<file path="src/rtl/dma_regs_pkg.sv">
package dma_regs_pkg;
  localparam int OFF_CTRL = 0;
  localparam int OFF_STAT = 2;
  localparam int OFF_CNT  = 4;
  localparam int OFF_PTR  = 12;
  localparam int OFF_FIN  = 20;
  localparam int OFF_FOUT = 22;

  localparam int CB_PIO   = 0;
  localparam int CB_DRST  = 2;
  localparam int CB_AUTO  = 3;
  localparam int CB_ERST  = 5;
  localparam int CB_START = 7;
  localparam int CB_MASK  = 8;

  localparam int SB_PERR = 0;
  localparam int SB_DONE = 1;
  localparam int SB_UIRQ = 4;
  localparam int SB_DERR = 6;

  localparam logic [15:0] CTRL_RST   = 16'h0103;
  localparam logic [15:0] CTRL_WMASK = 16'h012F;

  typedef enum logic [1:0] {SZ_BYTE = 2'd0, SZ_HALF = 2'd1, SZ_WORD = 2'd2} acc_size_e;

  function automatic int size_bytes(logic [1:0] sz);
    case (acc_size_e'(sz))
      SZ_BYTE: return 1;
      SZ_HALF: return 2;
      default: return 4;
    endcase
  endfunction

  function automatic logic [31:0] size_mask(logic [1:0] sz);
    case (acc_size_e'(sz))
      SZ_BYTE: return 32'h0000_00FF;
      SZ_HALF: return 32'h0000_FFFF;
      default: return 32'hFFFF_FFFF;
    endcase
  endfunction
endpackage

</file>
<file path="src/rtl/dma_mode_lock.sv">
module dma_mode_lock #(
  parameter logic [7:0] KEY = 8'h07
) (
  input  logic       clk_i,
  input  logic       rst_ni,
  input  logic       wr_i,
  input  logic [7:0] wdata_i,
  output logic [7:0] lock_q_o,
  output logic       armed_o
);
  logic [7:0] lock_q;

  assign armed_o  = (lock_q == KEY);
  assign lock_q_o = lock_q;

  // frozen once the key is in place
  always_ff @(posedge clk_i or negedge rst_ni) begin
    if (!rst_ni)                lock_q <= '0;
    else if (wr_i && !armed_o)  lock_q <= wdata_i;
  end

  p_lock_sticky_r4: assert property (@(posedge clk_i) disable iff (!rst_ni)
    armed_o |=> (armed_o && $stable(lock_q_o)));
endmodule

</file>
<file path="src/rtl/dma_chan_win.sv">
module dma_chan_win import dma_regs_pkg::*; #(
  parameter int WIN_BYTES = 32,
  parameter int PTR_ALIGN = 3
) (
  input  logic                         clk_i,
  input  logic                         rst_ni,
  input  logic                         wr_i,
  input  logic                         rd_i,
  input  logic [$clog2(WIN_BYTES)-1:0] off_i,
  input  logic [1:0]                   size_i,
  input  logic [31:0]                  wdata_i,
  input  logic                         lock_ok_i,
  input  logic                         done_evt_i,
  input  logic                         perr_evt_i,
  input  logic                         uirq_evt_i,
  input  logic                         derr_evt_i,
  output logic [31:0]                  rdata_o,
  output logic                         start_o,
  output logic                         eng_rst_o,
  output logic                         drv_rst_o,
  output logic                         irq_mask_o,
  output logic                         auto_en_o,
  output logic [1:0]                   pio_mode_o,
  output logic [15:0]                  desc_cnt_o,
  output logic [31:0]                  next_ptr_o,
  output logic [15:0]                  fifo_in_thr_o,
  output logic [15:0]                  fifo_out_thr_o,
  output logic                         irq_o
);
  localparam int IMG_W = 8 * WIN_BYTES;
  localparam logic [31:0] PTR_KEEP = ~((32'd1 << PTR_ALIGN) - 32'd1);

  logic [15:0] ctrl_q, ctrl_nxt;
  logic [7:0]  status_q, status_d, ev;
  logic [15:0] cnt_q, cnt_nxt, fin_q, fin_nxt, fout_q, fout_nxt;
  logic [31:0] ptr_q, ptr_nxt;
  logic        start_q, start_d, rd_clr;
  int          nbytes;

  logic [WIN_BYTES-1:0] be;
  logic [7:0]           wb [WIN_BYTES];
  logic [IMG_W-1:0]     img;

  // byte lanes: window byte k takes write byte k-off
  always_comb begin
    nbytes = size_bytes(size_i);
    for (int k = 0; k < WIN_BYTES; k++) begin
      be[k] = wr_i && (k >= int'(off_i)) && (k < int'(off_i) + nbytes);
      wb[k] = 8'(wdata_i >> (8 * ((k - int'(off_i)) & 3)));
    end
  end

  always_comb begin
    ctrl_nxt = ctrl_q;
    if (be[OFF_CTRL])     ctrl_nxt[7:0]  = wb[OFF_CTRL];
    if (be[OFF_CTRL + 1]) ctrl_nxt[15:8] = wb[OFF_CTRL + 1];
    ctrl_nxt = ctrl_nxt & CTRL_WMASK;

    cnt_nxt  = cnt_q;
    fin_nxt  = fin_q;
    fout_nxt = fout_q;
    for (int b = 0; b < 2; b++) begin
      if (be[OFF_CNT + b])  cnt_nxt[8*b +: 8]  = wb[OFF_CNT + b];
      if (be[OFF_FIN + b])  fin_nxt[8*b +: 8]  = wb[OFF_FIN + b];
      if (be[OFF_FOUT + b]) fout_nxt[8*b +: 8] = wb[OFF_FOUT + b];
    end
    ptr_nxt = ptr_q;
    for (int b = 0; b < 4; b++)
      if (be[OFF_PTR + b]) ptr_nxt[8*b +: 8] = wb[OFF_PTR + b];
    ptr_nxt = ptr_nxt & PTR_KEEP;
  end

  assign start_d = be[OFF_CTRL] && wb[OFF_CTRL][CB_START] && lock_ok_i && !ctrl_nxt[CB_ERST];

  // status: read-clear, same-cycle events survive, reset holds clear
  always_comb begin
    ev = '0;
    ev[SB_PERR] = perr_evt_i;
    ev[SB_DONE] = done_evt_i;
    ev[SB_UIRQ] = uirq_evt_i;
    ev[SB_DERR] = derr_evt_i;
    rd_clr = rd_i && (int'(off_i) <= OFF_STAT) && (int'(off_i) + nbytes > OFF_STAT);
    if (ctrl_q[CB_ERST]) status_d = '0;
    else                 status_d = (rd_clr ? 8'h00 : status_q) | ev;
  end

  always_ff @(posedge clk_i or negedge rst_ni) begin
    if (!rst_ni) begin
      ctrl_q   <= CTRL_RST;
      status_q <= '0;
      cnt_q    <= '0;
      ptr_q    <= '0;
      fin_q    <= '0;
      fout_q   <= '0;
      start_q  <= 1'b0;
    end else begin
      ctrl_q   <= ctrl_nxt;
      status_q <= status_d;
      cnt_q    <= cnt_nxt;
      ptr_q    <= ptr_nxt;
      fin_q    <= fin_nxt;
      fout_q   <= fout_nxt;
      start_q  <= start_d;
    end
  end

  always_comb begin
    img = '0;
    img[8*OFF_CTRL +: 16] = ctrl_q;
    img[8*OFF_STAT +: 8]  = status_q;
    img[8*OFF_CNT  +: 16] = cnt_q;
    img[8*OFF_PTR  +: 32] = ptr_q;
    img[8*OFF_FIN  +: 16] = fin_q;
    img[8*OFF_FOUT +: 16] = fout_q;
  end

  assign rdata_o = 32'(img >> (8 * int'(off_i))) & size_mask(size_i);

  assign start_o        = start_q;
  assign eng_rst_o      = ctrl_q[CB_ERST];
  assign drv_rst_o      = ctrl_q[CB_DRST];
  assign irq_mask_o     = ctrl_q[CB_MASK];
  assign auto_en_o      = ctrl_q[CB_AUTO];
  assign pio_mode_o     = ctrl_q[CB_PIO +: 2];
  assign desc_cnt_o     = cnt_q;
  assign next_ptr_o     = ptr_q;
  assign fifo_in_thr_o  = fin_q;
  assign fifo_out_thr_o = fout_q;
  assign irq_o          = !ctrl_q[CB_MASK] && ((|status_q) || done_evt_i);

  p_start_not_in_reset_r3: assert property (@(posedge clk_i) disable iff (!rst_ni)
    start_o |-> !eng_rst_o);
  p_event_kept_r6: assert property (@(posedge clk_i) disable iff (!rst_ni)
    (perr_evt_i && !ctrl_q[CB_ERST]) |=> status_q[SB_PERR]);
  p_status_hold_r5: assert property (@(posedge clk_i) disable iff (!rst_ni)
    (!rd_clr && (ev == 8'h00) && !ctrl_q[CB_ERST]) |=> $stable(status_q));
  p_reset_clears_r8: assert property (@(posedge clk_i) disable iff (!rst_ni)
    ctrl_q[CB_ERST] |=> (status_q == 8'h00));
endmodule

</file>
<file path="src/rtl/dma_chan_ctrl.sv">
module dma_chan_ctrl import dma_regs_pkg::*; #(
  parameter int         NCH       = 2,
  parameter int         ADDR_W    = 8,
  parameter int         CH_BASE   = 'h80,
  parameter int         CH_STRIDE = 'h20,
  parameter int         LOCK_ADDR = 'hC7,
  parameter logic [7:0] LOCK_KEY  = 8'h07,
  parameter int         PTR_ALIGN = 3
) (
  input  logic              clk_i,
  input  logic              rst_ni,
  input  logic              req_i,
  input  logic              we_i,
  input  logic [ADDR_W-1:0] addr_i,
  input  logic [1:0]        size_i,
  input  logic [31:0]       wdata_i,
  output logic [31:0]       rdata_o,
  output logic              rvalid_o,
  input  logic [NCH-1:0]    done_evt_i,
  input  logic [NCH-1:0]    perr_evt_i,
  input  logic [NCH-1:0]    uirq_evt_i,
  input  logic [NCH-1:0]    derr_evt_i,
  output logic [NCH-1:0]    start_o,
  output logic [NCH-1:0]    eng_rst_o,
  output logic [NCH-1:0]    drv_rst_o,
  output logic [NCH-1:0]    irq_mask_o,
  output logic [NCH-1:0]    auto_en_o,
  output logic [2*NCH-1:0]  pio_mode_o,
  output logic [16*NCH-1:0] desc_cnt_o,
  output logic [32*NCH-1:0] next_ptr_o,
  output logic [16*NCH-1:0] fifo_in_thr_o,
  output logic [16*NCH-1:0] fifo_out_thr_o,
  output logic [NCH-1:0]    irq_o
);
  localparam int OFF_W = $clog2(CH_STRIDE);

  logic [NCH-1:0] ch_hit;
  logic [31:0]    ch_rdata [NCH];
  logic [7:0]     lock_q;
  logic           armed, lock_hit;
  logic [31:0]    rsel, rdata_q;
  logic           rvalid_q;

  assign lock_hit = req_i && (int'(addr_i) == LOCK_ADDR);

  dma_mode_lock #(.KEY(LOCK_KEY)) u_lock (
    .clk_i    (clk_i),
    .rst_ni   (rst_ni),
    .wr_i     (lock_hit && we_i),
    .wdata_i  (wdata_i[7:0]),
    .lock_q_o (lock_q),
    .armed_o  (armed)
  );

  for (genvar ch = 0; ch < NCH; ch++) begin : g_ch
    localparam int LO = CH_BASE + ch * CH_STRIDE;
    logic [OFF_W-1:0] off;

    assign ch_hit[ch] = req_i && (int'(addr_i) >= LO) && (int'(addr_i) < LO + CH_STRIDE);
    assign off        = OFF_W'(int'(addr_i) - LO);

    dma_chan_win #(.WIN_BYTES(CH_STRIDE), .PTR_ALIGN(PTR_ALIGN)) u_win (
      .clk_i          (clk_i),
      .rst_ni         (rst_ni),
      .wr_i           (ch_hit[ch] && we_i),
      .rd_i           (ch_hit[ch] && !we_i),
      .off_i          (off),
      .size_i         (size_i),
      .wdata_i        (wdata_i),
      .lock_ok_i      (armed),
      .done_evt_i     (done_evt_i[ch]),
      .perr_evt_i     (perr_evt_i[ch]),
      .uirq_evt_i     (uirq_evt_i[ch]),
      .derr_evt_i     (derr_evt_i[ch]),
      .rdata_o        (ch_rdata[ch]),
      .start_o        (start_o[ch]),
      .eng_rst_o      (eng_rst_o[ch]),
      .drv_rst_o      (drv_rst_o[ch]),
      .irq_mask_o     (irq_mask_o[ch]),
      .auto_en_o      (auto_en_o[ch]),
      .pio_mode_o     (pio_mode_o[2*ch +: 2]),
      .desc_cnt_o     (desc_cnt_o[16*ch +: 16]),
      .next_ptr_o     (next_ptr_o[32*ch +: 32]),
      .fifo_in_thr_o  (fifo_in_thr_o[16*ch +: 16]),
      .fifo_out_thr_o (fifo_out_thr_o[16*ch +: 16]),
      .irq_o          (irq_o[ch])
    );
  end

  always_comb begin
    rsel = lock_hit ? {24'h0, lock_q} : 32'h0;
    for (int c = 0; c < NCH; c++)
      if (ch_hit[c]) rsel = rsel | ch_rdata[c];
  end

  always_ff @(posedge clk_i or negedge rst_ni) begin
    if (!rst_ni) begin
      rdata_q  <= '0;
      rvalid_q <= 1'b0;
    end else begin
      rvalid_q <= req_i && !we_i;
      if (req_i && !we_i) rdata_q <= rsel;
    end
  end

  assign rdata_o  = rdata_q;
  assign rvalid_o = rvalid_q;

  p_start_locked_r4: assert property (@(posedge clk_i) disable iff (!rst_ni)
    (|start_o) |-> armed);
  p_read_latency_r1: assert property (@(posedge clk_i) disable iff (!rst_ni)
    (req_i && !we_i) |=> rvalid_o);
endmodule

</file>
<file path="config.mk">
export PLATFORM = sky130hd
export DESIGN_NAME = dma_chan_ctrl
export DESIGN_NICKNAME = d
export VERILOG_FILES = /design/src/rtl/dma_regs_pkg.sv /design/src/rtl/dma_mode_lock.sv /design/src/rtl/dma_chan_win.sv /design/src/rtl/dma_chan_ctrl.sv
export SDC_FILE = /design/constraint.sdc
export NUM_CORES = 1
export LEC_CHECK = 0
export BUFFER_PORTS_ARGS = -buffer_cell sky130_fd_sc_hd__buf_2
export CORE_MARGIN = 10
export CORE_UTILIZATION = 52
export CTS_CLUSTER_DIAMETER = 150
export DETAILED_ROUTE_END_ITERATION = 10
export PLACE_DENSITY = 0.78
export SLEW_MARGIN = 30
export SYNTH_ARGS = -nofsm -noshare
export SYNTH_HDL_FRONTEND = slang
export SYNTH_SLANG_ARGS = --single-unit
export TNS_END_PERCENT = 10
</file>
<file path="constraint.sdc">
create_clock -name clk_i -period 1.5 [get_ports clk_i]
set_input_delay 0.15 -clock clk_i [delete_from_list [all_inputs] [get_ports clk_i]]
set_output_delay 0.15 -clock clk_i [all_outputs]
set_load 0.01 [all_outputs]
</file>
[After elaboration in Yosys (flattened, before gate mapping)]
Cells that the tools add are included.
Word-level totals
  flip-flop bits (word level): 225
  word-level logic and storage cells: 246
Operators by class
  $add $sub $neg: 28
  order comparisons: 56
  bitwise operators: 6
  shifts and indexed selects: 26
  muxes and demuxes: 11
  eq/ne operators: 3
  reduce and logical (&&, ||, !) cells: 83
Operator list (number)
  >> shifter 32 x 5 -> 8 bit: 22
  >> shifter 192 x 8 -> 32 bit: 2
  less-than comparator 5 x 32 -> 1 bit, first input constant: 8
  less-than comparator 6 x 32 -> 1 bit, first input constant: 8
  logical AND 1 bit: 72
  AND 32 bit: 2
  greater-than comparator 32 x 3 -> 1 bit, second input constant: 2
  less-than comparator 4 x 32 -> 1 bit, first input constant: 2
  2-to-1 mux 32 bit: 2
  case mux 32 bit (2 select lines): 1
  >> shifter 32 x 5 -> 1 bit: 2
  greater-or-equal comparator 4 x 5 -> 1 bit, first input constant: 8
  greater-or-equal comparator 5 bit, first input constant: 8
  2-to-1 mux 8 bit: 5
  less-than comparator 1 x 32 -> 1 bit, first input constant: 1
  less-than comparator 2 x 32 -> 1 bit, first input constant: 1
  bitwise OR 32 bit: 1
  bitwise OR 8 x 32 -> 32 bit: 1
  subtractor 1 x 2 -> 2 bit, first input constant: 16
  greater-or-equal comparator 1 x 5 -> 1 bit, first input constant: 4
  greater-or-equal comparator 3 x 5 -> 1 bit, first input constant: 4
  greater-or-equal comparator 8 bit, second input constant: 2
  less-than comparator 8 bit, second input constant: 2
  bitwise OR 8 x 7 -> 8 bit: 2
  15 further kinds: 35

[Depth between registers and ports, before layout]
Gate-level depths: netlist of the first run.
  depth in word-level cells: 9
  depth in mapped cells: 11

[Cells and area by module]
From an unflattened synthesis of the first run, not the netlist that was laid out.
Unflattened totals
  cell total of the unflattened synthesis: 1582
  area, all modules: 16468.3 sq um
By module, submodules not included
  dma_chan_win at g_ch[0].u_win: seq. area each 2205.9 sq um, cells an instance 694, area each 7189.4 sq um, times used 1
  dma_chan_win at g_ch[1].u_win: seq. area each 2205.9 sq um, cells an instance 683, area each 7091.8 sq um, times used 1
  dma_chan_ctrl: seq. area each 825.8 sq um, cells an instance 176, area each 1813.0 sq um, times used 1
  dma_mode_lock: seq. area each 200.2 sq um, cells an instance 29, area each 374.1 sq um, times used 1

[Least setup slack after synthesis of the first run]
OpenSTA, ideal clock, no wires.
  kind: input to register
  from: input port addr_i[0]
  to: register g_ch[0].u_win.ptr_q[4]
  slack: -1061 ps
  stages: 9
  path buffers: 5
  arrival time: 2436 ps
  path through: buf_2 -> buf_2 -> buf_2 -> inv_1 -> ha_1 -> clkbuf_1 -> clkbuf_1 -> mux4_2 -> mux2_2
On the way
  word-level cells in the longest chain between the ends: 6
  elaborated cells between the ends (all ways): 13
  classes of those cells: 3 x add/sub; 4 x order compare; 1 x shift; 5 x reduce/logical
RTL lines
  from (decl): line dma_chan_ctrl.sv:14  | input logic [ADDR_W-1:0] addr_i,
  branches (longest 6 deep; another with less-than comparator 5 x 32 -> 1 bit)
  to (signal assigned): line dma_chan_win.sv:100  | ptr_q <= ptr_nxt;
  to (decl): line dma_chan_win.sv:36  | logic [31:0] ptr_q, ptr_nxt;
Parallel ways; which one is timed is not known.
A chain may end at the register's enable or synchronous reset.

[Worst setup path after layout of the first run]
  from: input port size_i[1]
  to: register g_ch[0].u_win.cnt_q[14]
On the way
  word-level cells in the longest chain between the ends: 5
  elaborated cells between the ends (all ways): 6
  classes of those cells: 1 x add/sub; 1 x order compare; 1 x eq/ne; 1 x mux; 2 x reduce/logical
RTL lines
  from (decl): line dma_chan_ctrl.sv:15  | input logic [1:0] size_i,
  == test 2 x 1 -> 1 bit / zero test 2 bit (equally long branches): line dma_regs_pkg.sv:27  | case (acc_size_e'(sz))
  case mux 3 bit (2 select lines) *: line dma_regs_pkg.sv:27
  adder 5 x 3 -> 6 bit *: line dma_chan_win.sv:48  | be[k] = wr_i && (k >= int'(off_i)) && (k < int'(off_i) + nbytes);
  less-than comparator 4 x 32 -> 1 bit *: line dma_chan_win.sv:48
  logical AND 1 bit *: line dma_chan_win.sv:48
  to (signal assigned): line dma_chan_win.sv:99  | cnt_q <= cnt_nxt;
  to (decl): line dma_chan_win.sv:35  | logic [15:0] cnt_q, cnt_nxt, fin_q, fin_nxt, fout_q, fout_nxt;
Mark *: on every way between the ends. The rest lies on a longest branch, timed or not.

==> flow_metrics.tcl, run 1 <==
set metrics [dict create \
    outcome "finished, violations left" \
    violations "negative setup slack" \
    hold_viol 0 \
    grt_use_total_pct 42.3 \
    ys_types 88 \
    power_frac_comb_pct 32.3 \
    vias 17000 \
    cts_made_buffers 25 \
    yosysTopAreaCellShare_pct 36.3 \
    clockBufferDepth 3 \
    worstPathRequired_ps 1930 \
    slowest_stage "fa_2" \
    grt_pass1_vias 16600 \
    worstMarginPinSlew_ps 572 \
    synth_most_common_cell "mux2_2" \
    max_stage_delay_ps 580 \
    grt_pass1_wl_um 112000 \
    slew_headroom_pct 61.6 \
    synth_top_area_cell "dfrtp_1" \
    worst_skew_pair.late_latency_ps 560 \
    end_kind "flop" \
    yosys-top-cells-count "mux2_2 (226), dfrtp_1 (211), nand2_1 (79), clkbuf_1 (63), a22oi_1 (61)" \
    place_congestion 1.10 \
    floorplan.die_area_mm2 0.0351 \
    synth-compound-area-share_pct 20.0 \
    synthToLayoutAreaGrowth_pct 48.6 \
    drtIter0Drc 2977 \
    grt_max_degree 55 \
    maxSlewViolCount 0 \
    yosysWarnings 0 \
    worstSetupPathType "primary input to flop" \
    synthAdderAreaFrac_pct 0.723 \
    root_buffer "clkbuf_16" \
    max-vdd-ir-drop_uv 1050 \
    path_cells "buf_8, nor2_4, ha_4, fa_2, buf_6, nand2_4, buf_6, a21o_4, nor3_4, buf_12, mux2_2" \
    routedWlPerCell_um 33.0 \
    seqPwrFrac_pct 34.7 \
    die_h_um 187 \
    drive_above_1_share_pct 55.8 \
    htree_levels 1 \
    p_switching_w 0.00698 \
    synth_seq_area_share_pct 37.4 \
    worstSetupStartpointType "primary input" \
    reg2reg_setup_slack_ps -380 \
    hold_path.class "primary input to async pin" \
    die_x_um 187 \
    drtAntennaViolNets 0 \
    synth_xor_xnor_area_share_pct 0.232 \
    avgSynthCellArea_um2 10.7 \
    fin_nets 2054 \
    synth_top_family_by_area "multiplexers" \
    critPathBufInv 4 \
    p_per_area_mw_per_mm2 956 \
    ys.flop_type "dfrtp_1" \
    critPathMostFrequentCell "buf_6" \
    first_pass_iters 6 \
    synth_area_mm2 0.0145 \
    dpl.hpwl_um 57900 \
    fin_ws_ps -565 \
    cap_viol_max_count 0 \
    async_flop_share_pct 100 \
    syn-instance-count 1358 \
    initial_utilization_pct 52.5 \
    drc_errors 0 \
    fin_util_pct 78.0 \
    clockPowerShare_pct 33.0 \
    grt_setup_unrepaired "true" \
    fin_skew_ps 22.8 \
    crit_arrival_ps 2490 \
    path_delay_family "adder cells" \
    fin_crit_sh_pct 138 \
    synth_edf_count 0 \
    core-area_mm2 0.0277 \
    synthSimpleGateAreaFrac_pct 10.5 \
    synth-seq-cells 217 \
    swShare_pct 33.8 \
    grt_antenna_before_repair 3 \
    rows 61 \
    cp_max_fo 6 \
    totalWireLength_um 79000 \
    via_per_inst 7.11 \
    post-route-min-period_ps 2060 \
    power_leakage_nw 10.4 \
    clock_sinks 217 \
    cts_tree "built" \
    synth.area.top_cells "dfrtp_1 (36%), mux2_2 (17%), mux4_2 (5.0%)" \
    portBuffers 256 \
    boundaryPins 263 \
    gr-total-overflow 0 \
    fmax_mhz 484 \
    setup-violations-final 206 \
    synthMuxAreaShare_pct 26.7 \
    clkTransAtPathRegs_ps 60 \
    whs_ps 105 \
    p_int_w 0.0137 \
]
what timing repair did:
action | CTS | global route
hold buffers | 17 | 0
gates resized for setup | 77 | 117
pin swaps | 22 | 25
setup buffers | 6 | 7
endpoints found under the hold margin | 227 | 0
endpoints found under the setup margin | 213 | 217
power groups by stage:
stage | clock network, W | logic [W] | registers [W]
after floorplan | 0 | 0.00237 | 0.00744
after global placement | 0 | 0.00590 | 0.00717
after detailed placement | 0 | 0.00600 | 0.00720
after CTS | 0.00675 | 0.00625 | 0.00711
after global routing | 0.00697 | 0.00689 | 0.00721
final | 0.00682 | 0.00667 | 0.00717
final timing paths:
path / from / end / depth (start not counted)
max in group asynchronous: rst_ni / g_ch[0].u_win.fifo_out_thr_o[6]$_DFFE_PN0P_ / 3
hold / removal: rst_ni / g_ch[1].u_win.fifo_in_thr_o[2]$_DFFE_PN0P_ / 2
setup / recovery: size_i[1] / g_ch[0].u_win.desc_cnt_o[14]$_DFFE_PN0P_ / 11
hold reg to reg: rdata_o[19]$_DFFE_PN0P_ / rdata_o[19]$_DFFE_PN0P_ / 2
setup reg to reg: u_lock.lock_q_o[4]$_DFFE_PN0P_ / u_lock.lock_q_o[5]$_DFFE_PN0P_ / 7
min in group clk_i: wdata_i[13] / g_ch[1].u_win.next_ptr_o[29]$_DFFE_PN0P_ / 3
cell families after synthesis:
family | after synthesis
buffers and inverters | 137
AOI/OAI and AO/OA | 400
and+or+nand+nor | 272
xor gates and xnor gates | 3
muxes | 320
other | 1
DFF | 217
adders and majority gates | 8
cells in the final DEF, fill, tap and decap left out, types with 23 or more instances in the layout:
| cell | Yosys | layout |
|---|---|---|
| a22o_1 | 25 | 25 |
| o22ai_1 | 27 | 27 |
| buf_12 | 0 | 34 |
| a22oi_1 | 61 | 59 |
| o21ai_0 | 54 | 47 |
| nor2_1 | 46 | 40 |
| mux2i_1 | 60 | 58 |
| buf_2 | 39 | 251 |
| mux4_2 | 32 | 32 |
| nand2_1 | 79 | 77 |
| o221ai_1 | 23 | 23 |
| buf_6 | 0 | 30 |
| clkbuf_16 | 0 | 25 |
| mux2_2 | 226 | 160 |
| a21oi_1 | 56 | 54 |
| buf_4 | 20 | 389 |
| mux2_4 | 0 | 66 |
| dfrtp_1 | 211 | 207 |
stage by stage:
stage / power (W) / area, um2 / setup TNS, ps / setup slack [ps] / cells
detailed placement: 0.0132 / 19600 / -217340 / -1450 / 2314
CTS: 0.0201 / 21100 / -77180 / -540 / 2383
floorplan: 0.00981 / 14700 / -121410 / -811 / 1363
global route: 0.0211 / 21600 / -81960 / -572 / 2390
global placement: 0.0131 / 19600 / -212280 / -1380 / 2314
finish: 0.0207 / 21600 / -72560 / -565 / 2391
state kept, by name, indices dropped and copies added, names as in the netlist, 8 cells and up:
signal / flops
rdata_o: 32
g_ch.u_win.fifo_out_thr_o: 32
g_ch.u_win.ctrl_q: 12
g_ch.u_win.desc_cnt_o: 32
g_ch.u_win.next_ptr_o: 58
g_ch.u_win.status_q: 8
u_lock.lock_q_o: 8
g_ch.u_win.fifo_in_thr_o: 32
layer usage:
metal	wire length [um]	part of all wire (%)	global-route usage (%)
met2	32700	41	62.2
met4	7160	9.1	28.3
met1	27400	35	51.9
met5	51	0.065	0.142
met3	11600	15	14.3
layout make-up:
class,count,area (um2)
multi-input combinational,1009,9250
fill,1852,6090
timing repair buffer,731,5520
sequential,217,5440
clock buffer,32,682
tap,378,473
clock inverter,14,208
inverter,9,35.0
antenna,1,2.50
No activity file was read; power rests on OpenSTA's default activity.
==> run 2: changes to the inputs <==
Settings changed: SETUP_SLACK_MARGIN set to 0.4.
==> flow_metrics.tcl, run 2 (same netlist as run 1, synthesis figures left out) <==
set metrics [dict create \
    boundaryPins 263 \
    cts_tree "built" \
    layout_commonest_cell "buf_4" \
    hold_path.class "primary input to async pin" \
    grt_use_total_pct 45.5 \
    fin_skew_ps 24.0 \
    end_kind "flop" \
    p_per_area_mw_per_mm2 949 \
    gr-total-overflow 0 \
    place_congestion 1.10 \
    cp_max_fo 4 \
    grt_pass1_vias 17500 \
    drtIter0Drc 3447 \
    maxSlewViolCount 0 \
    fin_crit_sh_pct 138 \
    worst_skew_pair.late_latency_ps 570 \
    startpoint "size_i[1]" \
    vias 17800 \
    power_leakage_nw 10.7 \
    clock_sinks 217 \
    endpoint "g_ch[1].u_win.fifo_in_thr_o[9]$_DFFE_PN0P_" \
    violations "negative setup slack" \
    clockPowerShare_pct 31.1 \
    die_h_um 187 \
    grt_antenna_before_repair 2 \
    worstSetupPathType "primary input to flop" \
    swShare_pct 34.3 \
    p_int_w 0.0145 \
    grt_setup_unrepaired "true" \
    place_area_mm2 0.0196 \
    crit_arrival_ps 2510 \
    routedWlPerCell_um 36.1 \
    clkTransAtPathRegs_ps 60 \
    final_cell_mix "buf_4 (291), buf_6 (272), dfrtp_1 (201)" \
    seqPwrFrac_pct 33.1 \
    reg2reg_from "u_lock.lock_q_o[4]$_DFFE_PN0P_" \
    die_x_um 187 \
    via_per_inst 7.41 \
    whs_ps 108 \
    initial_utilization_pct 52.5 \
    hold_viol 0 \
    worstPathRequired_ps 1940 \
    drtAntennaViolNets 0 \
    grt_max_degree 55 \
    reg2reg_setup_slack_ps -320 \
    cts_made_buffers 25 \
    post-route-min-period_ps 2070 \
    core-area_mm2 0.0277 \
    floorplan.die_area_mm2 0.0351 \
    cap_viol_max_count 0 \
    rows 61 \
    slew_headroom_pct 60.0 \
    setup-violations-final 208 \
    root_buffer "clkbuf_16" \
    max-vdd-ir-drop_uv 1060 \
    largest_reg_flops 58 \
    reg2reg_depth 7 \
    outcome "finished, violations left" \
    p_switching_w 0.00759 \
    portBuffers 256 \
    dpl.hpwl_um 57900 \
    grt_pass1_wl_um 121000 \
    r2r-end "u_lock.lock_q_o[2]$_DFFE_PN0P_" \
    pre_cts_ws_ps -1450 \
    fin_area_mm2 0.0233 \
    worstSetupStartpointType "primary input" \
    htree_levels 1 \
    drc_errors 0 \
    drive_above_1_share_pct 57.9 \
    fin_ws_ps -569 \
    clockBufferDepth 3 \
    synthToLayoutAreaGrowth_pct 60.3 \
    fmax_mhz 483 \
    power_frac_comb_pct 35.8 \
    first_pass_iters 9 \
    worstMarginPinSlew_ps 595 \
    fin_nets 2060 \
    totalWireLength_um 86600 \
]
## run 2: changes by cell type in the layout (fill, tap and decap cells not counted), moves of 6 or more
cell,delta
buf_8,+7
a22oi_2,+7
mux2_4,+39
mux2_2,-37
mux2i_1,-7
buf_4,-98
buf_6,+242
a22oi_1,-7
mux2i_2,+6
buf_2,-143
dfrtp_2,+6
dfrtp_1,-6
## run 2: critical path, stage by stage
cell	delay, ps
buf_8	90
nor2_4	40
ha_4	160
fa_2	420
buf_4	170
buf_6	110
a21o_1	180
nand2_2	90
buf_6	120
a211oi_1	60
o211ai_2	340
buf_6	250
mux2_4	320
## run 2: layout make-up
| type | count | area, um2 |
|---|---|---|
| multi-input cells | 1009 | 9590 |
| clock buffers | 32 | 682 |
| clock inverters | 14 | 208 |
| inverters | 9 | 35.0 |
| fillers | 1465 | 4380 |
| diodes | 4 | 10.0 |
| well taps | 378 | 473 |
| flip-flops and latches | 217 | 5450 |
| repair buffers | 737 | 6880 |
## run 2: power groups by stage
stage	sequential [W]	combinational, W	clock, W
floorplan	0.00744	0.00237	0
global placement	0.00717	0.00590	0
detailed placement	0.00720	0.00600	0
CTS	0.00719	0.00714	0.00675
global route	0.00734	0.00809	0.00700
finish	0.00732	0.00792	0.00689
## run 2: metrics by stage
step                      power [W]  cells  setup TNS (ps)  utilization (%)
after floorplan             0.00981   1363         -121410                -
after global placement       0.0131   2314         -212280             70.8
after global routing         0.0224   2396          -92450             84.1
final                        0.0221   2400          -80210             84.2
after detailed placement     0.0132   2314         -217340             70.8
after CTS                    0.0211   2386          -68340             81.5
## run 2: worst min-delay path by stage
stage,start,endpoint,cells after the start
3_5_place_dp,rst_ni,g_ch[1].u_win.fifo_in_thr_o[2]$_DFFE_PN0P_,1
4_1_cts,rst_ni,g_ch[1].u_win.fifo_in_thr_o[2]$_DFFE_PN0P_,2
5_1_grt,rst_ni,g_ch[0].u_win.fifo_out_thr_o[10]$_DFFE_PN0P_,2
2_1_floorplan,rst_ni,g_ch[0].u_win.ctrl_q[2]$_DFFE_PN0N_,0
3_3_place_gp,rst_ni,g_ch[0].u_win.fifo_in_thr_o[2]$_DFFE_PN0P_,1
6_report,rst_ni,g_ch[0].u_win.fifo_out_thr_o[10]$_DFFE_PN0P_,2
## run 2: routing by layer
metal | vias up | track usage, % | routed length [um]
li1 | 6620 | - | -
met1 | 8415 | 53.3 | 27700
met2 | 2030 | 66.7 | 35500
met3 | 719 | 17.7 | 14200
met4 | 2 | 33.3 | 9100
met5 | - | 1.56 | 73
## run 2: repair_timing
item | in CTS | in global routing
hold endpoints to repair | 227 | 0
gates resized for setup | 421 | 140
setup buffers | 9 | 10
pin swaps | 41 | 39
setup endpoints to repair | 419 | 419
gates cloned | 0 | 0
hold buffers | 17 | 0
